==> src/rtl/irq_pkg.sv <==
package irq_pkg;
  parameter int ADDR_W = 4;

  typedef enum logic [ADDR_W-1:0] {
    A_MASK     = 4'd0,
    A_MASK_CLR = 4'd1,
    A_PRIO     = 4'd2,
    A_POL      = 4'd3,
    A_PEND     = 4'd4,
    A_CLR_ALL  = 4'd5,
    A_GEN      = 4'd6,
    A_GDIS     = 4'd7,
    A_SEL      = 4'd8
  } irq_addr_e;
endpackage

==> src/rtl/irq_edge_det.sv <==
module irq_edge_det #(
  parameter int N = 7
) (
  input  logic         clk_i,
  input  logic         rst_ni,
  input  logic [N-1:0] src_i,
  input  logic [N-1:0] fall_i,
  output logic [N-1:0] hit_o
);
  logic [N-1:0] prev_q;

  always_ff @(posedge clk_i or negedge rst_ni) begin
    if (!rst_ni) prev_q <= '0;
    else         prev_q <= src_i;
  end

  for (genvar i = 0; i < N; i++) begin : g_det
    assign hit_o[i] = fall_i[i] ? (prev_q[i] & ~src_i[i]) : (src_i[i] & ~prev_q[i]);
  end
endmodule

==> src/rtl/irq_pend.sv <==
module irq_pend #(
  parameter int N_SRC = 22,
  parameter int N_LVL = 15,
  localparam int N_EDGE = N_SRC - N_LVL
) (
  input  logic              clk_i,
  input  logic              rst_ni,
  input  logic [N_LVL-1:0]  lvl_i,
  input  logic [N_EDGE-1:0] hit_i,
  input  logic [N_EDGE-1:0] clr_i,
  output logic [N_SRC-1:0]  pend_o
);
  for (genvar i = 0; i < N_SRC; i++) begin : g_bit
    if (i < N_LVL) begin : g_lvl
      assign pend_o[i] = lvl_i[i];
    end else begin : g_edge
      logic q;
      // a new edge overrides a clear on the same cycle
      always_ff @(posedge clk_i or negedge rst_ni) begin
        if (!rst_ni) q <= 1'b0;
        else         q <= hit_i[i-N_LVL] | (q & ~clr_i[i-N_LVL]);
      end
      assign pend_o[i] = q;
    end
  end
endmodule

==> src/rtl/irq_arb.sv <==
module irq_arb #(
  parameter int N = 22
) (
  input  logic [N-1:0] pend_i,
  input  logic [N-1:0] mask_i,
  input  logic [N-1:0] prio_i,
  input  logic         en_i,
  output logic [N-1:0] sel_o,
  output logic         irq_o,
  output logic         hi_o
);
  logic [N-1:0] act, act_hi;

  always_comb begin
    act    = pend_i & mask_i;
    act_hi = act & prio_i;
    hi_o   = |act_hi;
    sel_o  = hi_o ? act_hi : act;
    irq_o  = en_i & (|sel_o);
  end
endmodule

==> src/rtl/mixed_irq_ctrl.sv <==
module mixed_irq_ctrl
  import irq_pkg::*;
#(
  parameter int N_SRC = 22,
  parameter int N_LVL = 15
) (
  input  logic              clk_i,
  input  logic              rst_ni,
  input  logic [N_SRC-1:0]  src_i,
  input  logic              wr_en_i,
  input  logic [ADDR_W-1:0] addr_i,
  input  logic [N_SRC-1:0]  wdata_i,
  output logic [N_SRC-1:0]  rdata_o,
  output logic              irq_o,
  output logic              irq_hi_o
);
  localparam int N_EDGE = N_SRC - N_LVL;

  logic [N_SRC-1:0]  mask_q, prio_q, pend, sel;
  logic [N_EDGE-1:0] pol_q, hit, clr_edge;
  logic              en_q, prev_q;

  always_ff @(posedge clk_i or negedge rst_ni) begin
    if (!rst_ni) begin
      mask_q <= '0;
      prio_q <= '0;
      pol_q  <= '0;
      en_q   <= 1'b0;
      prev_q <= 1'b0;
    end else if (wr_en_i) begin
      case (addr_i)
        A_MASK:     mask_q <= wdata_i;
        A_MASK_CLR: mask_q <= mask_q & ~wdata_i;
        A_PRIO:     prio_q <= wdata_i;
        A_POL:      pol_q  <= wdata_i[N_SRC-1:N_LVL];
        A_GEN:      en_q   <= wdata_i[0];
        A_GDIS: begin
          prev_q <= en_q;
          en_q   <= 1'b0;
        end
        default: ;
      endcase
    end
  end

  always_comb begin
    clr_edge = '0;
    if (wr_en_i && addr_i == A_PEND)    clr_edge = wdata_i[N_SRC-1:N_LVL];
    if (wr_en_i && addr_i == A_CLR_ALL) clr_edge = '1;
  end

  irq_edge_det #(.N(N_EDGE)) u_edge (
    .clk_i  (clk_i),
    .rst_ni (rst_ni),
    .src_i  (src_i[N_SRC-1:N_LVL]),
    .fall_i (pol_q),
    .hit_o  (hit)
  );

  irq_pend #(.N_SRC(N_SRC), .N_LVL(N_LVL)) u_pend (
    .clk_i  (clk_i),
    .rst_ni (rst_ni),
    .lvl_i  (src_i[N_LVL-1:0]),
    .hit_i  (hit),
    .clr_i  (clr_edge),
    .pend_o (pend)
  );

  irq_arb #(.N(N_SRC)) u_arb (
    .pend_i (pend),
    .mask_i (mask_q),
    .prio_i (prio_q),
    .en_i   (en_q),
    .sel_o  (sel),
    .irq_o  (irq_o),
    .hi_o   (irq_hi_o)
  );

  always_comb begin
    case (addr_i)
      A_MASK, A_MASK_CLR: rdata_o = mask_q;
      A_PRIO:             rdata_o = prio_q;
      A_POL:              rdata_o = {pol_q, {N_LVL{1'b0}}};
      A_PEND:             rdata_o = pend;
      A_GEN:              rdata_o = N_SRC'(en_q);
      A_GDIS:             rdata_o = N_SRC'(prev_q);
      A_SEL:              rdata_o = sel;
      default:            rdata_o = '0;
    endcase
  end
endmodule

==> config.mk <==
export PLATFORM = sky130hd
export DESIGN_NAME = mixed_irq_ctrl
export DESIGN_NICKNAME = d
export VERILOG_FILES = /design/src/rtl/irq_pkg.sv /design/src/rtl/irq_edge_det.sv /design/src/rtl/irq_pend.sv /design/src/rtl/irq_arb.sv /design/src/rtl/mixed_irq_ctrl.sv
export SDC_FILE = /design/constraint.sdc
export NUM_CORES = 1
export LEC_CHECK = 0
export BUFFER_PORTS_ARGS = -buffer_cell sky130_fd_sc_hd__buf_2
export CORE_MARGIN = 2
export CORE_UTILIZATION = 30
export CTS_BUF_LIST = sky130_fd_sc_hd__clkbuf_16
export CTS_CLUSTER_SIZE = 40
export DETAILED_ROUTE_END_ITERATION = 10
export SLEW_MARGIN = 15
export SYNTH_ARGS = -nofsm -noshare
export SYNTH_HDL_FRONTEND = slang
export SYNTH_SLANG_ARGS = --single-unit
==> constraint.sdc <==
create_clock -name clk_i -period 6.9 [get_ports clk_i]
set_clock_uncertainty 0.15 [all_clocks]
set_input_delay 1.38 -clock clk_i [delete_from_list [all_inputs] [get_ports clk_i]]
set_output_delay 1.38 -clock clk_i [all_outputs]
set_load 0.005 [all_outputs]
# Word-level counts from Yosys, hierarchy flattened
# Cells that the tools add are included.
word_totals:
  register_bits: 67
  word_cells: 101
  in_bits: 51
classes:
  bitwise_logic: 54
  n_eq_ne: 8
  muxes: 13
  n_reduce_logical: 13
op_table:
  columns: ["operator", "n"]
  rows:
  - ["22-bit one-hot mux with 7 select lines", 1]
  - ["22-bit AND", 3]
  - ["22-bit one-hot mux with 2 select lines", 1]
  - ["22-bit OR reduction", 2]
  - ["1-bit AND", 22]
  - ["22-bit two-way mux", 1]
  - ["22-bit inverter", 1]
  - ["1-bit inverter", 21]
  - ["4-bit by 3-bit == test with 1-bit output, second input constant", 4]
  - ["7-bit two-way mux", 2]
  - ["2-bit AND reduction", 5]
  - ["4-bit by 2-bit == test with 1-bit output, second input constant", 2]
  - ["1-bit two-way mux", 7]
  - ["1-bit bitwise OR", 7]
  - ["4-bit by 1-bit == test with 1-bit output, second input constant", 1]
  - ["4-bit == test, second input constant", 1]
  - ["4-bit zero test", 1]
  - ["2-bit nonzero test", 2]
  - ["1-bit logical AND", 2]
  - ["1-bit one-hot mux with 2 select lines", 1]
  - ["2-bit OR reduction", 1]

# Depth between registers and ports, before layout
logic_depth:
  depth_word: 7
  ltp_mapped: 9
  mapped_depth_nobuf: 7

# Hierarchy
# A second synthesis with hierarchy kept.
unflattened:
  hier_cells: 421
  hier_area_um2: 4239.1
modules_own_cells:
  columns: ["module", "cells_per_inst", "n_inst", "seq_area_each_um2", "area_per_inst_um2"]
  rows:
  - ["mixed_irq_ctrl", 276, 1, 1326.3, 2950.3]
  - ["irq_arb", 74, 1, 0.0, 540.5]
  - ["irq_pend", 43, 1, 175.2, 419.2]
  - ["irq_edge_det", 28, 1, 175.2, 329.1]

# Worst setup path before layout
# No wires, ideal clock.
synth_timing:
  path_type: "input-to-output"
  from: "input src_i[8]"
  to: "output irq_o"
  cell_stages: 9
  path_slack_ns: 2.729
  arrival_ns: 2.641
  path_buffers: 2
  required_ns: 5.370
  cell_sequence: "and3_1 > a31oi_1 > and4_4 > and4_1 > buf_6 > buf_12 > o211ai_2 > and4_1 > a31oi_1"
synth_between:
  elab_chain_len: 6
synth_rtl:
  columns: ["element", "line_no", "rtl"]
  rows:
  - ["start, declared", "mixed_irq_ctrl.sv:9", "input logic [N_SRC-1:0] src_i,"]
  - ["22-bit AND (*)", "irq_arb.sv:15", "act = pend_i & mask_i;"]
  - ["22-bit AND", "irq_arb.sv:16", "act_hi = act & prio_i;"]
  - ["22-bit OR reduction", "irq_arb.sv:17", "hi_o = |act_hi;"]
  - ["22-bit two-way mux (*)", "irq_arb.sv:18", "sel_o = hi_o ? act_hi : act;"]
  - ["22-bit OR reduction (*)", "irq_arb.sv:19", "irq_o = en_i & (|sel_o);"]
  - ["1-bit AND (*)", "irq_arb.sv:19", null]
  - ["end, declared", "mixed_irq_ctrl.sv:14", "output logic irq_o,"]
# Mark *: on every way between the ends. The rest lies on a longest branch, timed or not.

# Final worst setup path
layout_timing:
  from: "input src_i[10]"
  to: "output irq_o"
# Same word-level chain as after synthesis.

==> impl_results.md <==
* Ys flop type: dfrtp_1
* Worst Max-Slew Pin Slew at 1.148 ns
* Cell taking the most area after synthesis: dfrtp_1
* Root buf cell: clkbuf_16
* Count of state elements after synthesis at 67
* Int Power at 0.0008614 W
* Register share of total power at 43.3%
* Routed len/inst at 20.36 um
* Slew HR at 23.13%
* Layout Utilization at 37.07%
* Logic gate share of total power at 21.7%
* Clock latency at the later pin of the worst-skew pair at 0.32 ns
* Total wire length at 11.61 mm
* Fin. max-slew vios at 0
* Achievable clock frequency at 188.8 MHz
* IO buf count at 74
* Dpl cells at 555
* Maximum VDD drop at 0.1243 mV
* Synth async-reset ratio at 100.0%
* Max-cap violations at 0
* Leak at 1.997 nW
* GRT Overall Usage at 17.76%
* CP startpoint kind: input port
* Vias in the first global route at 3215
* 1st-pass router iterations at 7
* Final hold violations at 0
* Hpwl dp at 7.713 mm
* Gr ovfl total at 0
* Vias at 3390
* Antenna-violating nets left at 0
* Worst-case clock buffer depth at 2
* Switching Share at 31.03%
* Chip Width at 114.5 um
* Yosys cell types at 47
* Num ports at 75
* Worst Path Required at 5.37 ns
* Status: complete, no violations
* Hold buffer count at cts at 0
* GP Congestion at 0.7850
* Clock slew at reported path FFs at 0.05 ns
* Sequential area share after synthesis at 45.73%
* Full die area at 0.01312 mm^2
* Worst Setup End Kind: output pin
* DIE HEIGHT at 114.5 um
* Sw power at 0.0003875 W
* Clock tree sinks at 67
* Fin crit share at 76.76%
* Synth top area cells: dfrtp_1, mux2_2, a22o_1, nand3_1, a222oi_1
* TritonCTS clock tree: done
* CTS Buf Count at 9
* Crit path time final at 5.296 ns
* Worst r2r path cells at 2
* Reg2Reg Setup Slack at 5.72 ns
* Initial Util at 30.65%
* Reg-to-Reg Start: pol_q[5]
* Most common cell in the synthesized netlist: dfrtp_1
* EDFF count, synth at 0
* First-pass GRT wire length at 17.80 mm
* DRT iter0 DRCs at 480
* Crit Path Class: in -> out
* Largest net degree at the start of global routing at 68
* Net count after synthesis at 402
* Post-CTS resize count at 0
* Most frequent cells after synthesis: dfrtp_1, nand3_1, nand2_1
* Total power at 0.001249 W
* Syn Std Cell Area at 0.003666 mm^2
* Initial antenna violation count at 0
* Clock Power Share at 35.0%
* H-Tree Depth at 3
* RSZ-0062 raised after global routing: no
* Layout Cells excl Fill at 570
* Post-Syn Instances at 351
* Row count at 40
* Worst EP arrival at 3.77 ns
* Final instance area at 0.004434 mm^2
* Placed cell areas at 0.004159 mm^2
* Via density at 5.947
* Core area at 0.01196 mm^2
* Post-CTS setup buffers at 0
* CP Max Fanout at 23
* # diodes at 0
* Crit Reg-Reg Endpoint: u_pend.g_bit[20].g_edge.q
* Area share of the largest cell type after synthesis at 45.73%
* Hold Crit Class: reg -> reg
* Crit. Startpoint: src_i[10]
* DR DRC count at 0
* Pwr/cell area at 281.7 mW/mm^2
* Final setup viols at 0
* Share of cells above drive strength 1 at 31.68%
* Nets@finish at 470
* Synth Area per Inst at 10.44 um^2
* Post-route setup TNS at 0 ns
* Setup crit end: irq_o
* Area growth syn-to-layout at 20.96%
* Yosys warnings at 0
-- power groups by stage --
stage | logic, W | clock network [W] | registers, W
after floorplan | 0.000204 | 0 | 0.000523
after global placement | 0.000263 | 0 | 0.000539
after detailed placement | 0.000270 | 0 | 0.000544
after CTS | 0.000272 | 0.000443 | 0.000538
after global routing | 0.000300 | 0.000461 | 0.000550
final | 0.000271 | 0.000438 | 0.000541
-- worst min-delay path by stage --
stage / from / end / slack, ns / depth (start not counted)
floorplan: prev_q / prev_q / 0.30 / 2
global placement: prev_q / prev_q / 0.32 / 2
detailed placement: u_edge.prev_q[1] / u_pend.g_bit[16].g_edge.q / 0.35 / 2
CTS: prev_q / prev_q / 0.36 / 2
finish: prev_q / prev_q / 0.36 / 2
global route: u_edge.prev_q[6] / u_pend.g_bit[21].g_edge.q / 0.40 / 2
-- logic make-up (layout without fill, tap and decap cells) --
group | after synthesis | in the layout | synth area share, %
compound gates | 108 | 108 | 23.04
buf+inv | 25 | 97 | 3.583
flops | 67 | 67 | 45.73
mux | 30 | 30 | 9.181
simple gates | 121 | 121 | 18.46
-- routing by layer --
layer / share of wire (%) / vias to the layer above / global-route usage, %
li1: - / 1537 / -
met1: 45 / 1674 / 24.71
met2: 46 / 160 / 27.77
met3: 7.5 / 19 / 3.759
met4: 1.5 / 0 / 5.366
met5: 0 / - / 0
-- metrics by stage --
| step | hold slack [ns] | setup WS, ns |
|---|---|---|
| 2_1_floorplan | 0.2993 | 2.729 |
| 3_3_place_gp | 0.3157 | 1.740 |
| 3_5_place_dp | 0.3524 | 1.672 |
| 4_1_cts | 0.3639 | 1.640 |
| 5_1_grt | 0.3952 | 1.450 |
| 6_report | 0.3615 | 1.604 |
-- worst max-delay path, stage by stage --
cell,delay (ns)
buf_2,0.11
nand3_1,0.08
nand4_1,0.11
a311oi_1,0.37
and4_1,0.92
o211ai_1,0.19
and4_1,0.27
a31oi_1,0.17
buf_2,0.15
-- cells in the final DEF, fill, tap and decap left out, drive strengths merged, types with 4 or more instances in the layout --
cell | Yosys | final
buf | 9 | 79
o31ai | 7 | 7
nor2 | 11 | 11
o211ai | 5 | 5
or3b | 7 | 7
o21ai | 28 | 28
o211a | 4 | 4
mux2 | 29 | 29
clkbuf | 13 | 9
nand3 | 38 | 38
inv | 3 | 5
a22o | 24 | 24
dfrtp | 67 | 67
a222oi | 17 | 17
nand3b | 8 | 8
nand2 | 33 | 33
o2111ai | 4 | 4
a221o | 4 | 4
and3 | 4 | 4
nand4 | 5 | 5
-- state kept, by name, summed over array words and instances (netlist names) --
| name | count |
|---|---|
| prio_q | 22 |
| en_q | 1 |
| prev_q | 1 |
| pol_q | 7 |
| mask_q | 22 |
| u_edge.prev_q | 7 |
| u_pend.g_bit.g_edge.q | 7 |
-- area by class of cell --
class	instances	area, um^2
fill	1209	7527
inverter	3	11.26
multi-input combinational	259	1879
timing repair buffer	79	407.9
sequential	67	1677
clock buffer	9	225.2
clock inverter	6	50.05
tap	147	183.9
(Power assumes the default switching activity.)
